**src/rtl/tsb_pkg.sv**
```systemverilog
// Shared types for the two-port token bank.
// Assumes: two ports only; a token is free or held by exactly one side.
package tsb_pkg;
    typedef enum logic [1:0] {
        OWN_NONE  = 2'd0,
        OWN_LEFT  = 2'd1,
        OWN_RIGHT = 2'd2
    } owner_e;
endpackage

```
**src/rtl/tsb_port_decode.sv**
```systemverilog
// Decodes one port's controls into per-token request/release strobes
// and a read strobe with its token index.
// Assumes: NUM_TOK is a power of two; data bit 0 carries the command.
module tsb_port_decode #(
    parameter int ADDR_W  = 16,
    parameter int DATA_W  = 16,
    parameter int NUM_TOK = 8,
    localparam int IDX_W  = $clog2(NUM_TOK)
) (
    input  logic              sem_sel,
    input  logic              wr_en,
    input  logic              out_en,
    input  logic [ADDR_W-1:0] addr,
    input  logic [DATA_W-1:0] wdata,
    output logic [NUM_TOK-1:0] req_vec,
    output logic [NUM_TOK-1:0] rel_vec,
    output logic              rd_stb,
    output logic [IDX_W-1:0]  rd_idx
);
    logic             wr_op;
    logic [IDX_W-1:0] idx;

    // Qualify write and read with the semaphore select.
    always_comb begin
        idx    = addr[IDX_W-1:0];
        wr_op  = sem_sel && wr_en;
        rd_stb = sem_sel && out_en && !wr_en;
        rd_idx = idx;
    end

    // One strobe pair per token.
    for (genvar k = 0; k < NUM_TOK; k++) begin : g_tok
        always_comb begin
            req_vec[k] = wr_op && !wdata[0] && (idx == IDX_W'(k));
            rel_vec[k] = wr_op &&  wdata[0] && (idx == IDX_W'(k));
        end
    end
endmodule

```
**src/rtl/tsb_token_cell.sv**
```systemverilog
// One token: owner state plus one pending-request flag per side.
// Left wins a same-cycle tie on a free token; a release by the owner
// hands the token to a waiting peer on the same edge.
// Assumes: a port issues at most one of request/release per cycle.
module tsb_token_cell
    import tsb_pkg::*;
(
    input  logic clk,
    input  logic rst_n,
    input  logic l_req,
    input  logic l_rel,
    input  logic r_req,
    input  logic r_rel,
    output logic own_l,
    output logic own_r,
    output logic pend_l,
    output logic pend_r
);
    owner_e owner_q, owner_d;
    logic   pl_q, pl_d, pr_q, pr_d;

    // Next owner and pending flags from this cycle's strobes.
    always_comb begin
        owner_d = owner_q;
        pl_d    = pl_q;
        pr_d    = pr_q;
        if (l_rel) pl_d = 1'b0;
        if (r_rel) pr_d = 1'b0;
        unique case (owner_q)
            OWN_NONE: begin
                if (l_req) begin
                    owner_d = OWN_LEFT;
                    if (r_req) pr_d = 1'b1;
                end else if (r_req) begin
                    owner_d = OWN_RIGHT;
                end
            end
            OWN_LEFT: begin
                if (r_req) pr_d = 1'b1;
                if (l_rel) begin
                    if (pr_d) begin
                        owner_d = OWN_RIGHT;
                        pr_d    = 1'b0;
                    end else begin
                        owner_d = OWN_NONE;
                    end
                end
            end
            OWN_RIGHT: begin
                if (l_req) pl_d = 1'b1;
                if (r_rel) begin
                    if (pl_d) begin
                        owner_d = OWN_LEFT;
                        pl_d    = 1'b0;
                    end else begin
                        owner_d = OWN_NONE;
                    end
                end
            end
            default: owner_d = OWN_NONE;
        endcase
    end

    // State register with synchronous reset to free.
    always_ff @(posedge clk) begin
        if (!rst_n) begin
            owner_q <= OWN_NONE;
            pl_q    <= 1'b0;
            pr_q    <= 1'b0;
        end else begin
            owner_q <= owner_d;
            pl_q    <= pl_d;
            pr_q    <= pr_d;
        end
    end

    // Flatten state for the bank.
    always_comb begin
        own_l  = (owner_q == OWN_LEFT);
        own_r  = (owner_q == OWN_RIGHT);
        pend_l = pl_q;
        pend_r = pr_q;
    end
endmodule

```
**src/rtl/tsb_read_port.sv**
```systemverilog
// Registered read path for one port: 0s if the port owns the addressed
// token at the read edge, 1s otherwise; all ones when not reading.
// Assumes: own_vec reflects state before the current edge's update.
module tsb_read_port #(
    parameter int DATA_W  = 16,
    parameter int NUM_TOK = 8,
    localparam int IDX_W  = $clog2(NUM_TOK)
) (
    input  logic               clk,
    input  logic               rst_n,
    input  logic               rd_stb,
    input  logic [IDX_W-1:0]   rd_idx,
    input  logic [NUM_TOK-1:0] own_vec,
    output logic [DATA_W-1:0]  rdata
);
    // Capture ownership status of the selected token.
    always_ff @(posedge clk) begin
        if (!rst_n)      rdata <= '1;
        else if (rd_stb) rdata <= {DATA_W{~own_vec[rd_idx]}};
        else             rdata <= '1;
    end
endmodule

```
**src/rtl/token_sem_bank.sv**
```systemverilog
// Two-port bank of single-owner tokens reached through a semaphore
// select. Decodes each port, updates one cell per token, and returns
// registered ownership status on reads.
// Assumes: both ports share one clock; synchronous active-low reset.
module token_sem_bank #(
    parameter int ADDR_W  = 16,
    parameter int DATA_W  = 16,
    parameter int NUM_TOK = 8
) (
    input  logic              clk,
    input  logic              rst_n,
    input  logic              l_sem_sel,
    input  logic              l_wr_en,
    input  logic              l_out_en,
    input  logic [ADDR_W-1:0] l_addr,
    input  logic [DATA_W-1:0] l_wdata,
    output logic [DATA_W-1:0] l_rdata,
    input  logic              r_sem_sel,
    input  logic              r_wr_en,
    input  logic              r_out_en,
    input  logic [ADDR_W-1:0] r_addr,
    input  logic [DATA_W-1:0] r_wdata,
    output logic [DATA_W-1:0] r_rdata
);
    localparam int IDX_W = $clog2(NUM_TOK);

    logic [NUM_TOK-1:0] l_req, l_rel, r_req, r_rel;
    logic [NUM_TOK-1:0] own_l, own_r, pend_l, pend_r;
    logic               l_rd_stb, r_rd_stb;
    logic [IDX_W-1:0]   l_rd_idx, r_rd_idx;

    tsb_port_decode #(.ADDR_W(ADDR_W), .DATA_W(DATA_W), .NUM_TOK(NUM_TOK)) u_dec_l (
        .sem_sel(l_sem_sel), .wr_en(l_wr_en), .out_en(l_out_en),
        .addr(l_addr), .wdata(l_wdata),
        .req_vec(l_req), .rel_vec(l_rel), .rd_stb(l_rd_stb), .rd_idx(l_rd_idx)
    );

    tsb_port_decode #(.ADDR_W(ADDR_W), .DATA_W(DATA_W), .NUM_TOK(NUM_TOK)) u_dec_r (
        .sem_sel(r_sem_sel), .wr_en(r_wr_en), .out_en(r_out_en),
        .addr(r_addr), .wdata(r_wdata),
        .req_vec(r_req), .rel_vec(r_rel), .rd_stb(r_rd_stb), .rd_idx(r_rd_idx)
    );

    for (genvar k = 0; k < NUM_TOK; k++) begin : g_cell
        tsb_token_cell u_cell (
            .clk(clk), .rst_n(rst_n),
            .l_req(l_req[k]), .l_rel(l_rel[k]),
            .r_req(r_req[k]), .r_rel(r_rel[k]),
            .own_l(own_l[k]), .own_r(own_r[k]),
            .pend_l(pend_l[k]), .pend_r(pend_r[k])
        );
    end

    tsb_read_port #(.DATA_W(DATA_W), .NUM_TOK(NUM_TOK)) u_rd_l (
        .clk(clk), .rst_n(rst_n), .rd_stb(l_rd_stb), .rd_idx(l_rd_idx),
        .own_vec(own_l), .rdata(l_rdata)
    );

    tsb_read_port #(.DATA_W(DATA_W), .NUM_TOK(NUM_TOK)) u_rd_r (
        .clk(clk), .rst_n(rst_n), .rd_stb(r_rd_stb), .rd_idx(r_rd_idx),
        .own_vec(own_r), .rdata(r_rdata)
    );
endmodule

```
**config.mk**
```make
export PLATFORM = sky130hd
export DESIGN_NAME = token_sem_bank
export DESIGN_NICKNAME = d
export VERILOG_FILES = /design/src/rtl/tsb_pkg.sv /design/src/rtl/tsb_port_decode.sv /design/src/rtl/tsb_token_cell.sv /design/src/rtl/tsb_read_port.sv /design/src/rtl/token_sem_bank.sv
export SDC_FILE = /design/constraint.sdc
export NUM_CORES = 1
export LEC_CHECK = 0
export BUFFER_PORTS_ARGS = -buffer_cell sky130_fd_sc_hd__buf_2
export CORE_AREA = 2 2 71 100
export DETAILED_ROUTE_END_ITERATION = 7
export DIE_AREA = 0 0 73 102
export GPL_TIMING_DRIVEN = 1
export PLACE_DENSITY = 0.73
export REMOVE_ABC_BUFFERS = 1
export SETUP_SLACK_MARGIN = 0.05
export SLEW_MARGIN = 15
export SYNTH_ARGS = -nofsm -noshare
export SYNTH_HDL_FRONTEND = slang
export SYNTH_SLANG_ARGS = --single-unit
```
**constraint.sdc**
```tcl
create_clock -name clk -period 2.1 [get_ports clk]
set_input_delay 0.105 -clock clk [delete_from_list [all_inputs] [get_ports clk]]
set_output_delay 0.105 -clock clk [all_outputs]
set_load 0.01 [all_outputs]
```
# Yosys cells after proc, flatten, opt, wreduce, memory -nomap -nowiden
# Index checks and enable logic that the tools add are counted.
[op_classes] n_bitwise=2 order_cmp=2 reduce_logical=66 mux=148 eq_ne=54
[op_table] op="$mux W1" n=90
[op_table] op="$mux W2" n=40
[op_table] op="$pmux W2 S3" n=8
[op_table] op="$logic_and A1 B1 Y1" n=42
[op_table] op="$ne A2 B1 Y1 const B" n=16
[op_table] op="$eq A3 B3 Y1 const B" n=8
[op_table] op="$ne A3 B1 Y1 const B" n=8
[op_table] op="$reduce_and A3 Y1" n=8
[op_table] op="$eq A2 B1 Y1 const B" n=8
[op_table] op="$eq A2 B2 Y1 const B" n=8
[op_table] op="$logic_not A2 Y1" n=8
[op_table] op="$pmux W1 S2" n=8
[op_table] op="$eq A3 B2 Y1 const B" n=4
[op_table] op="$lt A3 B4 Y1 const B" n=2
[op_table] op="$bmux W1 S3" n=2
[op_table] op="$eq A3 B1 Y1 const B" n=2
[op_table] op="$logic_not A3 Y1" n=2
[op_table] op="$logic_not A1 Y1" n=4
[op_table] op="$reduce_and A2 Y1" n=2
[op_table] op="$not A1 Y1" n=2
[word_totals] word_cells=298 input_bits=72 out_inout_bits=32 ff_bits=34

# Depth between registers and ports, before layout
# Gate-level depths: netlist of the first run.
[logic_depth] ltp_word=9 ltp_mapped=7 ltp_nobuf=4

# By module
# Synthesis of the first run repeated with hierarchy kept, for this count alone.
[hier_totals] cells_unflattened=286 hier_area_um2=2384.8
[by_module_without_submodules] mod="tsb_token_cell" area_each_um2=207.7 cells_each=23 instances=8 seq_area_each_um2=80.1
[by_module_without_submodules] mod="tsb_read_port" area_each_um2=215.2 cells_each=23 instances=2 seq_area_each_um2=20.0
[by_module_without_submodules] mod="tsb_port_decode" area_each_um2=146.4 cells_each=28 instances=2 seq_area_each_um2=0.0

# Least setup slack after synthesis of the first run
# No wires, ideal clock.
[synth_path] kind="register to register" startpoint="reg g_cell[4].u_cell.owner_q[1]" endpoint="reg u_rd_l.rdata[0] (netlist name)" stages_incl_launch_ff=6 synth_period_minus_slack_ps=1632 required_time_ps=1966 arrival_time_ps=1498 path_slack_ps=468 setup_ps=134 path_buffers=1 path_cell_list="dfxtp_1 -> clkbuf_1 -> nor3b_1 -> a31oi_1 -> mux4_2 -> or4_1"
[synth_via] elab_chain_len=4
[synth_rtl] item="start: declaration" line_no="tsb_token_cell.sv:19" source="owner_e owner_q, owner_d;"
[synth_rtl] item="start signal: assignment" line_no="tsb_token_cell.sv:71" source="owner_q <= owner_d;"
[synth_rtl] item="$eq A2 B1 Y1" line_no="tsb_token_cell.sv:79" source="own_l = (owner_q == OWN_LEFT);"
[synth_rtl] item="$bmux W1 S3" line_no="tsb_read_port.sv:19" source="else if (rd_stb) rdata <= {DATA_W{~own_vec[rd_idx]}};"
[synth_rtl] item="$mux W1 (not written as such)" line_no="tsb_read_port.sv:19"
[synth_rtl] item="$not A1 Y1" line_no="tsb_read_port.sv:19"
# No other way between the ends. The select of a mux whose other input is x is not followed.
# A chain may end at the register's enable or synchronous reset.

# Worst setup path after layout of the first run
[layout_path] startpoint="reg g_cell[2].u_cell.owner_q[0]" endpoint="reg u_rd_l.rdata[0] (netlist name)"
[layout_via] elab_chain_len=4
[layout_rtl] item="start: declaration" line_no="tsb_token_cell.sv:19"
[layout_rtl] item="start signal: assignment" line_no="tsb_token_cell.sv:71"
[layout_rtl] item="$eq A2 B1 Y1" line_no="tsb_token_cell.sv:79"
[layout_rtl] item="$bmux W1 S3" line_no="tsb_read_port.sv:19"
[layout_rtl] item="$mux W1 (not written as such)" line_no="tsb_read_port.sv:19"
[layout_rtl] item="$not A1 Y1" line_no="tsb_read_port.sv:19"
# No other way between the ends. The select of a mux whose other input is x is not followed.

==> results of run 1 <==
flip-flops by register name (all words and copies together), names as in the netlist:
name and cells:
g_cell.u_cell.owner_q 16, g_cell.u_cell.pend_l 8, g_cell.u_cell.pend_r 8, u_rd_l.rdata 1
u_rd_r.rdata 1
power groups by stage:
stage	combinational, mW	clock [mW]	sequential (mW)
after floorplan	0.124	0	0.691
after global placement	0.215	0	0.694
after detailed placement	0.220	0	0.694
after CTS	0.221	0.594	0.680
after global routing	0.244	0.613	0.683
final	0.225	0.583	0.680
critical path: cells and delay by family, from the launching register on:
| kind | cells | cell delay [ps] |
|---|---|---|
| multiplexers | 2 | 600 |
| flip-flops | 1 | 440 |
| AND/OR/NAND/NOR | 2 | 690 |
layout make-up:
class,count,area share
Clock buffer,8,0.0407
Inverter,13,0.0180
Multi-Input combinational cell,221,0.549
Sequential cell,34,0.251
Tap cell,74,0.0342
Timing Repair Buffer,54,0.106
worst paths after layout:
| check | endpoint | cells after the start |
|---|---|---|
| setup / recovery | u_rd_l.rdata[0]$_SDFF_PN1_ | 4 |
| hold / removal | u_rd_r.rdata[0]$_SDFF_PN1_ | 2 |
| setup reg to reg | u_rd_l.rdata[0]$_SDFF_PN1_ | 4 |
| hold reg to reg | g_cell[1].u_cell.pend_r$_SDFF_PN0_ | 2 |
routing by layer:
layer / part of all wire / GRT usage / vias to the layer above
met4: 0.045 / 0.0983 / 0
met5: 0 / 0 / -
met2: 0.48 / 0.313 / 140
met1: 0.39 / 0.215 / 1174
li1: - / - / 1196
met3: 0.081 / 0.0345 / 27
per-stage QoR:
stage / power, mW / hold WS [ps]
floorplan: 0.815 / 200
global placement: 0.908 / 354
detailed placement: 0.915 / 367
CTS: 1.50 / 62.6
global route: 1.54 / 67.8
finish: 1.49 / 66.8
Yosys cell counts (3+ instances only):
cell type and n:
a211oi_1 8, a31oi_1 13, o31a_1 3, mux2i_1 3, inv_1 13, clkbuf_1 10, a21boi_0 6, a21oi_1 16
nor3b_1 6, and4b_1 3, or3_1 4, nand2_1 18, buf_4 30, a311oi_1 7, nand2b_1 5, nor2_1 17
nand3_1 4, o31ai_1 4, mux4_2 3, buf_2 4, o211ai_1 5, nor2b_1 15, o21ai_0 18, nor3_1 10
buf_6 4, nand4_1 6, a22oi_1 3, o21a_1 4, a2111oi_0 3, dfxtp_1 34
cell families after synthesis:
group / after synthesis / synth area share
multiplexers: 7 / 0.0427
flip-flops: 34 / 0.267
AND/OR/NAND/NOR: 105 / 0.240
buffers and inverters: 62 / 0.150
AO/OA/AOI/OAI: 109 / 0.301
==> flow_metrics.tcl, run 1 <==
set metrics [dict create \
    synthesized_area_per_cell_um2 8.04 \
    endpoint_kind "register" \
    post_route_clock_period_utilization 0.885 \
    place.detailed.instances 396 \
    num_cts_buffers 5 \
    synth_top_area_share 0.267 \
    clockPowerShare 0.392 \
    globalRouteTotalUtil 0.184 \
    synth_top_area_cell "dfxtp_1" \
    tritoncts "built" \
    ffs_w_async_s_r_synth 0 \
    summed_instance_area_of_the_synthesized_netlist_um2 2550 \
    clock-skew-final_ps 14.9 \
    unrepaired_setup_endpoints_after_global_routing "no" \
    ys.flop_type "dfxtp_1" \
    seq_area_frac_synth 0.267 \
    numClockSinks 34 \
    die_w_um 73 \
    ant_nets 0 \
    layout.cell_area.non_filler_um2 2710 \
    cell_by_cell_trace_of_the_critical_path "nor2b_1, mux2i_1, mux4_2, or4_1" \
    final.min_clock_period_ps 1860 \
    multi_input_logic_area_um2 1490 \
    comb_power_share 0.151 \
    num-fill-cells 656 \
    run_status "completed" \
    setup.worst_path.start_class "register" \
    startpoint "g_cell[2].u_cell.owner_q[0]$_SDFFE_PN0P_" \
    drt_iter0_markers 215 \
    postCtsHoldBufs 0 \
    number_of_synthesized_register_bits 34 \
    max-clock-path-buffers 2 \
    dieArea_um2 7450 \
    timing.final.ws_setup_ps 242 \
    max_slew_margin 0.602 \
    min-delay-path-class "in -> reg" \
    syn_inst 317 \
    rows 35 \
    reg2reg_setup_slack_ps 240 \
    post_cts_resize_count 0 \
    grt_pass1_vias 2290 \
    grt_antenna_before_repair 0 \
    vias_per_cell 6.28 \
    globalplace.congestion 0.914 \
    total_of_max_cap_violations 0 \
    max_stage_delay_ps 450 \
    number_of_buffers_inserted_to_repair_setup_after_cts 0 \
    power_report.internal_total_mw 1.08 \
    clk_root_buf "clkbuf_8" \
    grt_start_max_net_pins 18 \
    swShare 0.277 \
    die_height_um 102 \
    critPathArrivalTime_ps 2030 \
    fin_tns_setup_ps 0 \
    post_dp_cell_area_um2 2600 \
    p_seq_frac 0.457 \
    critical_path.reg2reg.startpoint "g_cell[2].u_cell.owner_q[0]$_SDFFE_PN0P_" \
    hold_viol_final 0 \
    port-buffer-count 47 \
    finalNetCount 401 \
    final_setup_fails 0 \
    layout.area.seq_um2 681 \
    num_antenna_cells 0 \
    num_vias 2537 \
    timing.critical_path.fanout_max 7 \
    routed_wire_length_per_instance_um 16.4 \
    route.detailed.drc 0 \
    layout-area-overhead-vs-synth_pct 6.18 \
    drtPass1Iterations 4 \
    power_switching_mw 0.412 \
    core-area_um2 6530 \
    initial_core_util 0.391 \
    worst_hold_startpoint "r_wr_en" \
    irDropWorstVdd_v 0.000318 \
    fraction_of_final_layout_cells_with_drive_strength_greater_than_1 0.221 \
    detailedPlace.worstSlack_ps 302 \
    clk_pin_slew_worst_paths_ps 80 \
    required_time_at_the_worst_slack_endpoint_ps 2270 \
    io_pins 104 \
    h-tree-depth 2 \
    timing.critical_path.slowest_stage_cell "mux4_2" \
    tightestPinTransition_ps 597 \
    synthTopCellsByArea "dfxtp_1, buf_4, nor2b_1, o21ai_0, a31oi_1" \
    leak_nw 0.884 \
    final_core_util 0.415 \
    dpl.hpwl_um 4960 \
    fmaxAchievable_mhz 538 \
    globalRouteOverflowTotal 0 \
    final_cell_mix "buf_2, dfxtp_1, nand2_1, o21ai_0, nor2_1" \
    synth-warning-count 0 \
    finish.cell_count_without_fillers 404 \
    wl_um 6640 \
    synth_edf_count 0 \
    path_class "reg -> reg" \
    clock_latency_late_sink_ps 290 \
    power_per_cell_area_nw_per_um2 550 \
    slew_violations 0 \
    mostFrequentLayoutCell "buf_2" \
    synth_cell_types 55 \
    first_pass_grt_wire_length_um 10700 \
]
No activity file was read; power rests on OpenSTA's default activity.
==> run 2, diff against run 1 <==
Settings changed: CORE_AREA 2 2 71 100 to 2 2 64 91, DIE_AREA 0 0 73 102 to 0 0 66 93, PLACE_DENSITY 0.73 to 0.85.
==> run 2 against run 1 <==
Total power is 5.6% lower; register-to-register slack worse by 30 ps; core utilization is 8.2 points higher; clock power is 14% lower; sequential share of layout area is 0.39 points higher; non-clock buffer count is 2 lower; routed wire length is 3.0% lower; sequential power hardly changed; fmax is 1.6% lower; via count is 0.71% higher; cell count is 2.0% lower; global-route usage is 3.9 points higher.
==> flow_metrics.tcl, run 2 (same netlist as run 1, synthesis figures left out) <==
set metrics [dict create \
    fmaxAchievable_mhz 530 \
    finalNetCount 399 \
    ant_nets 0 \
    die_height_um 93 \
    io_pins 104 \
    leak_nw 0.865 \
    run_status "completed" \
    h-tree-depth 2 \
    critical_path.reg2reg.startpoint "g_cell[2].u_cell.owner_q[0]$_SDFFE_PN0P_" \
    grt_pass1_vias 2392 \
    layout.cell_area.non_filler_um2 2670 \
    globalRouteTotalUtil 0.223 \
    dieArea_um2 6140 \
    fin_tns_setup_ps 0 \
    numClockSinks 34 \
    tritoncts "built" \
    mostFrequentLayoutCell "buf_2" \
    largest_reg_flops 16 \
    globalplace.congestion 0.906 \
    timing.reg2reg.worst_path_depth 4 \
    path_class "reg -> reg" \
    clk_pin_slew_worst_paths_ps 70 \
    drtPass1Iterations 5 \
    startpoint "g_cell[2].u_cell.owner_q[0]$_SDFFE_PN0P_" \
    num_antenna_cells 0 \
    timing.critical_path.fanout_max 7 \
    reg2reg_setup_slack_ps 210 \
    timing.critical_path.slowest_stage_cell "dfxtp_1" \
    multi_input_logic_area_um2 1490 \
    cell_by_cell_trace_of_the_critical_path "nor2b_1, mux2i_1, mux4_2, or4_1" \
    grt_antenna_before_repair 0 \
    first_pass_grt_wire_length_um 10900 \
    port-buffer-count 47 \
    detailedPlace.worstSlack_ps 252 \
    num_cts_buffers 5 \
    routed_wire_length_per_instance_um 16.3 \
    power_per_cell_area_nw_per_um2 527 \
    die_w_um 66 \
    timing.final.ws_setup_ps 212 \
    critical_path.reg2reg.endpoint "u_rd_l.rdata[0]$_SDFF_PN1_" \
    critPathArrivalTime_ps 2050 \
    max_stage_delay_ps 450 \
    fraction_of_final_layout_cells_with_drive_strength_greater_than_1 0.213 \
    biggest_register "g_cell.u_cell.owner_q" \
    max-clock-path-buffers 2 \
    final_setup_fails 0 \
    clk_root_buf "clkbuf_8" \
    hold_viol_final 0 \
    final.min_clock_period_ps 1890 \
    max_slew_margin 0.606 \
    critical_path.endpoint "u_rd_l.rdata[0]$_SDFF_PN1_" \
    setup.worst_path.start_class "register" \
    number_of_buffers_inserted_to_repair_setup_after_cts 0 \
    min-delay-path-class "in -> reg" \
    final_cell_mix "buf_2, dfxtp_1, nand2_1, o21ai_0, nor2_1" \
    core-area_um2 5370 \
    unrepaired_setup_endpoints_after_global_routing "no" \
    post_route_clock_period_utilization 0.899 \
    post_dp_cell_area_um2 2570 \
    clock-skew-final_ps 8.04 \
    layout.area.seq_um2 681 \
    num-fill-cells 527 \
    postCtsHoldBufs 0 \
    vias_per_cell 6.45 \
    total_of_max_cap_violations 0 \
    slew_violations 0 \
    tightestPinTransition_ps 590 \
    dpl.hpwl_um 4690 \
    wl_um 6450 \
    initial_core_util 0.475 \
    grt_start_max_net_pins 18 \
    globalRouteOverflowTotal 0 \
    required_time_at_the_worst_slack_endpoint_ps 2260 \
    rows 32 \
    endpoint_kind "register" \
    layout-area-overhead-vs-synth_pct 4.56 \
    post_cts_resize_count 0 \
    irDropWorstVdd_v 0.000234 \
    num_vias 2555 \
    route.detailed.drc 0 \
    clock_latency_late_sink_ps 290 \
    drt_iter0_markers 223 \
]
-- run 2: cell types whose count changed in the layout (fill, tap and decap cells not counted), sizes merged --
cell,change
clkbuf,-1
buf,-2
clkinv,+1
-- run 2: metal layers --
layer / vias to the layer above / GRT usage / routed length, um
met5: - / 0 / 0
met2: 141 / 0.389 / 3170
met1: 1190 / 0.259 / 2540
met3: 23 / 0.0289 / 509
li1: 1201 / - / -
met4: 0 / 0.121 / 233
-- run 2: area by class of cell --
cell class,count,area share
Clock buffer,7,0.0324
Clock inverter,1,0.00188
Inverter,13,0.0183
Multi-Input combinational cell,221,0.558
Sequential cell,34,0.255
Tap cell,68,0.0319
Timing Repair Buffer,52,0.102
-- run 2: metrics by stage --
| stage | power, mW | cells | hold WS (ps) | util |
|---|---|---|---|---|
| floorplan | 0.815 | 268 | 200 | - |
| global placement | 0.904 | 388 | 357 | 0.480 |
| detailed placement | 0.909 | 388 | 367 | 0.480 |
| CTS | 1.41 | 396 | 67.2 | 0.497 |
| global route | 1.46 | 396 | 99.6 | 0.497 |
| finish | 1.40 | 396 | 74.7 | 0.497 |
-- run 2: worst max-delay path, delay by kind of cell, from the launching register on --
family | cells | cell delay [ps]
flip-flops | 1 | 450
AND/OR/NAND/NOR | 2 | 710
multiplexers | 2 | 600
-- run 2: how the worst min path moves through the flow --
stage                          start                                  to  depth (start not counted)
after floorplan           l_wdata[0]  g_cell[3].u_cell.pend_l$_SDFF_PN0_                          1
after global placement       r_wr_en          u_rd_r.rdata[0]$_SDFF_PN1_                          2
after detailed placement     r_wr_en          u_rd_r.rdata[0]$_SDFF_PN1_                          2
after CTS                    r_wr_en          u_rd_r.rdata[0]$_SDFF_PN1_                          2
after global routing        r_out_en          u_rd_r.rdata[0]$_SDFF_PN1_                          3
final                       r_out_en          u_rd_r.rdata[0]$_SDFF_PN1_                          3
-- run 2: report_power, final --
part	switching, mW	internal [mW]
sequential	0.0207	0.659
clock	0.240	0.264
combinational	0.136	0.0840
total	0.396	1.01
==> run 3, diff against run 2 <==
Settings changed: CORE_AREA 2 2 64 91 to 2 2 72 81, DIE_AREA 0 0 66 93 to 0 0 74 83, PLACE_DENSITY 0.85 to 0.86.
==> run 3 against run 2 <==
Sequential power is essentially flat; non-clock buffer count shrank 1; design area is essentially flat; register-to-register slack lost 20 ps; via count grew 0.82%; critical path depth is the same; setup slack lost 23 ps; total power grew 0.30%; die area is essentially flat; clock skew grew 1.9 ps; sequential share of layout area is essentially flat; critical endpoint unchanged; largest power group unchanged.
==> flow_metrics.tcl, run 3 (same netlist as run 1, synthesis figures left out) <==
set metrics [dict create \
    numClockSinks 34 \
    fraction_of_final_layout_cells_with_drive_strength_greater_than_1 0.211 \
    clk_pin_slew_worst_paths_ps 80 \
    initial_core_util 0.482 \
    endpoint_kind "register" \
    port-buffer-count 47 \
    multi_input_logic_area_um2 1490 \
    ant_nets 0 \
    number_of_buffers_inserted_to_repair_setup_after_cts 0 \
    critPathArrivalTime_ps 2070 \
    drt_iter0_markers 401 \
    rows 28 \
    num_vias 2576 \
    num-fill-cells 499 \
    min-delay-path-class "in -> reg" \
    irDropWorstVdd_v 0.000273 \
    unrepaired_setup_endpoints_after_global_routing "no" \
    grt_antenna_before_repair 0 \
    num_antenna_cells 0 \
    max_stage_delay_ps 460 \
    critical_path.reg2reg.endpoint "u_rd_l.rdata[0]$_SDFF_PN1_" \
    run_status "completed" \
    num_cts_buffers 5 \
    min_delay_worst_endpoint "u_rd_r.rdata[0]$_SDFF_PN1_" \
    final_cell_mix "buf_2, dfxtp_1, nand2_1, o21ai_0, nor2_1" \
    post_route_clock_period_utilization 0.910 \
    layout-area-overhead-vs-synth_pct 4.61 \
    h-tree-depth 2 \
    timing.critical_path.slowest_stage_cell "mux4_2" \
    globalRouteTotalUtil 0.216 \
    total_of_max_cap_violations 0 \
    die_height_um 83 \
    mostFrequentLayoutCell "buf_2" \
    layout.area.seq_um2 681 \
    detailedPlace.worstSlack_ps 304 \
    tightestPinTransition_ps 510 \
    globalplace.congestion 0.937 \
    max-clock-path-buffers 2 \
    dieArea_um2 6140 \
    core-area_um2 5290 \
    grt_start_max_net_pins 18 \
    clk_root_buf "clkbuf_8" \
    timing.reg2reg.worst_path_depth 4 \
    post_cts_resize_count 0 \
    dpl.hpwl_um 4630 \
    timing.final.ws_setup_ps 189 \
    finalNetCount 398 \
    setup.worst_path.start_class "register" \
    vias_per_cell 6.41 \
    final_setup_fails 0 \
    timing.critical_path.fanout_max 7 \
    globalRouteOverflowTotal 0 \
    wl_um 6490 \
    cell_by_cell_trace_of_the_critical_path "nor2b_1, mux2i_1, mux4_2, or4_1" \
    biggest_register "g_cell.u_cell.owner_q" \
    worst_hold_path.num_cells 3 \
    clock-skew-final_ps 9.89 \
    grt_pass1_vias 2350 \
    reg2reg_setup_slack_ps 190 \
    cp_top_family "simple AND/OR/NAND/NOR gates" \
    worst_hold_startpoint "r_out_en" \
    leak_nw 0.858 \
    postCtsHoldBufs 0 \
    drtPass1Iterations 5 \
    max_slew_margin 0.659 \
    largest_reg_flops 16 \
    fmaxAchievable_mhz 523 \
    final.min_clock_period_ps 1910 \
    die_w_um 74 \
    tritoncts "built" \
    hold_viol_final 0 \
    required_time_at_the_worst_slack_endpoint_ps 2260 \
    critical_path_buffer_and_inverter_count 0 \
    slew_violations 0 \
    critical_path.reg2reg.startpoint "g_cell[2].u_cell.owner_q[0]$_SDFFE_PN0P_" \
    io_pins 104 \
    route.detailed.drc 0 \
    power_per_cell_area_nw_per_um2 528 \
    path_class "reg -> reg" \
    fin_tns_setup_ps 0 \
    clock_latency_late_sink_ps 290 \
    first_pass_grt_wire_length_um 10700 \
    routed_wire_length_per_instance_um 16.2 \
]
-- run 3: worst max-delay path by stage --
stage	cells after the start	end	slack, ps	startpoint
finish	4	u_rd_l.rdata[0]$_SDFF_PN1_	190	g_cell[2].u_cell.owner_q[0]$_SDFFE_PN0P_
global route	4	u_rd_l.rdata[0]$_SDFF_PN1_	120	g_cell[2].u_cell.owner_q[0]$_SDFFE_PN0P_
CTS	4	u_rd_l.rdata[0]$_SDFF_PN1_	240	g_cell[2].u_cell.owner_q[0]$_SDFFE_PN0P_
detailed placement	4	u_rd_l.rdata[0]$_SDFF_PN1_	300	g_cell[6].u_cell.owner_q[0]$_SDFFE_PN0P_
global placement	4	u_rd_l.rdata[0]$_SDFF_PN1_	320	g_cell[6].u_cell.owner_q[0]$_SDFFE_PN0P_
floorplan	4	u_rd_l.rdata[0]$_SDFF_PN1_	500	g_cell[2].u_cell.owner_q[0]$_SDFFE_PN0P_
-- run 3: cell type report --
| cell class | instances | area share |
|---|---|---|
| Timing Repair Buffer | 51 | 0.0994 |
| Sequential cell | 34 | 0.255 |
| Multi-Input combinational cell | 221 | 0.558 |
| Clock buffer | 7 | 0.0324 |
| Inverter | 13 | 0.0183 |
| Clock inverter | 1 | 0.00188 |
| Tap cell | 75 | 0.0352 |
-- run 3: report_power, final --
part | total (mW) | internal, mW | leakage [nW] | switching [mW]
clock network | 0.510 | 0.265 | 0.0482 | 0.246
logic | 0.217 | 0.0829 | 0.535 | 0.134
registers | 0.681 | 0.659 | 0.275 | 0.0219
total | 1.41 | 1.01 | 0.858 | 0.401
-- run 3: worst register-to-register path, stage by stage, from the launching register on --
cell	delay [ps]
dfxtp_1	450
nor2b_1	300
mux2i_1	140
mux4_2	460
or4_1	430
-- run 3: metrics by stage --
stage	instances	total power [mW]	utilization	hold WS [ps]	instance area, um2
after floorplan	268	0.815	-	200	2220
after global placement	394	0.902	0.487	356	2580
after detailed placement	394	0.906	0.487	373	2580
after CTS	402	1.41	0.504	65.4	2670
after global routing	402	1.48	0.504	89.8	2670
final	402	1.41	0.504	62.7	2670
-- run 3: per-layer routing --
metal | global-route usage | share of wire
met2 | 0.325 | 0.45
met5 | 0 | 0
met4 | 0.117 | 0.031
met3 | 0.0510 | 0.091
met1 | 0.278 | 0.43
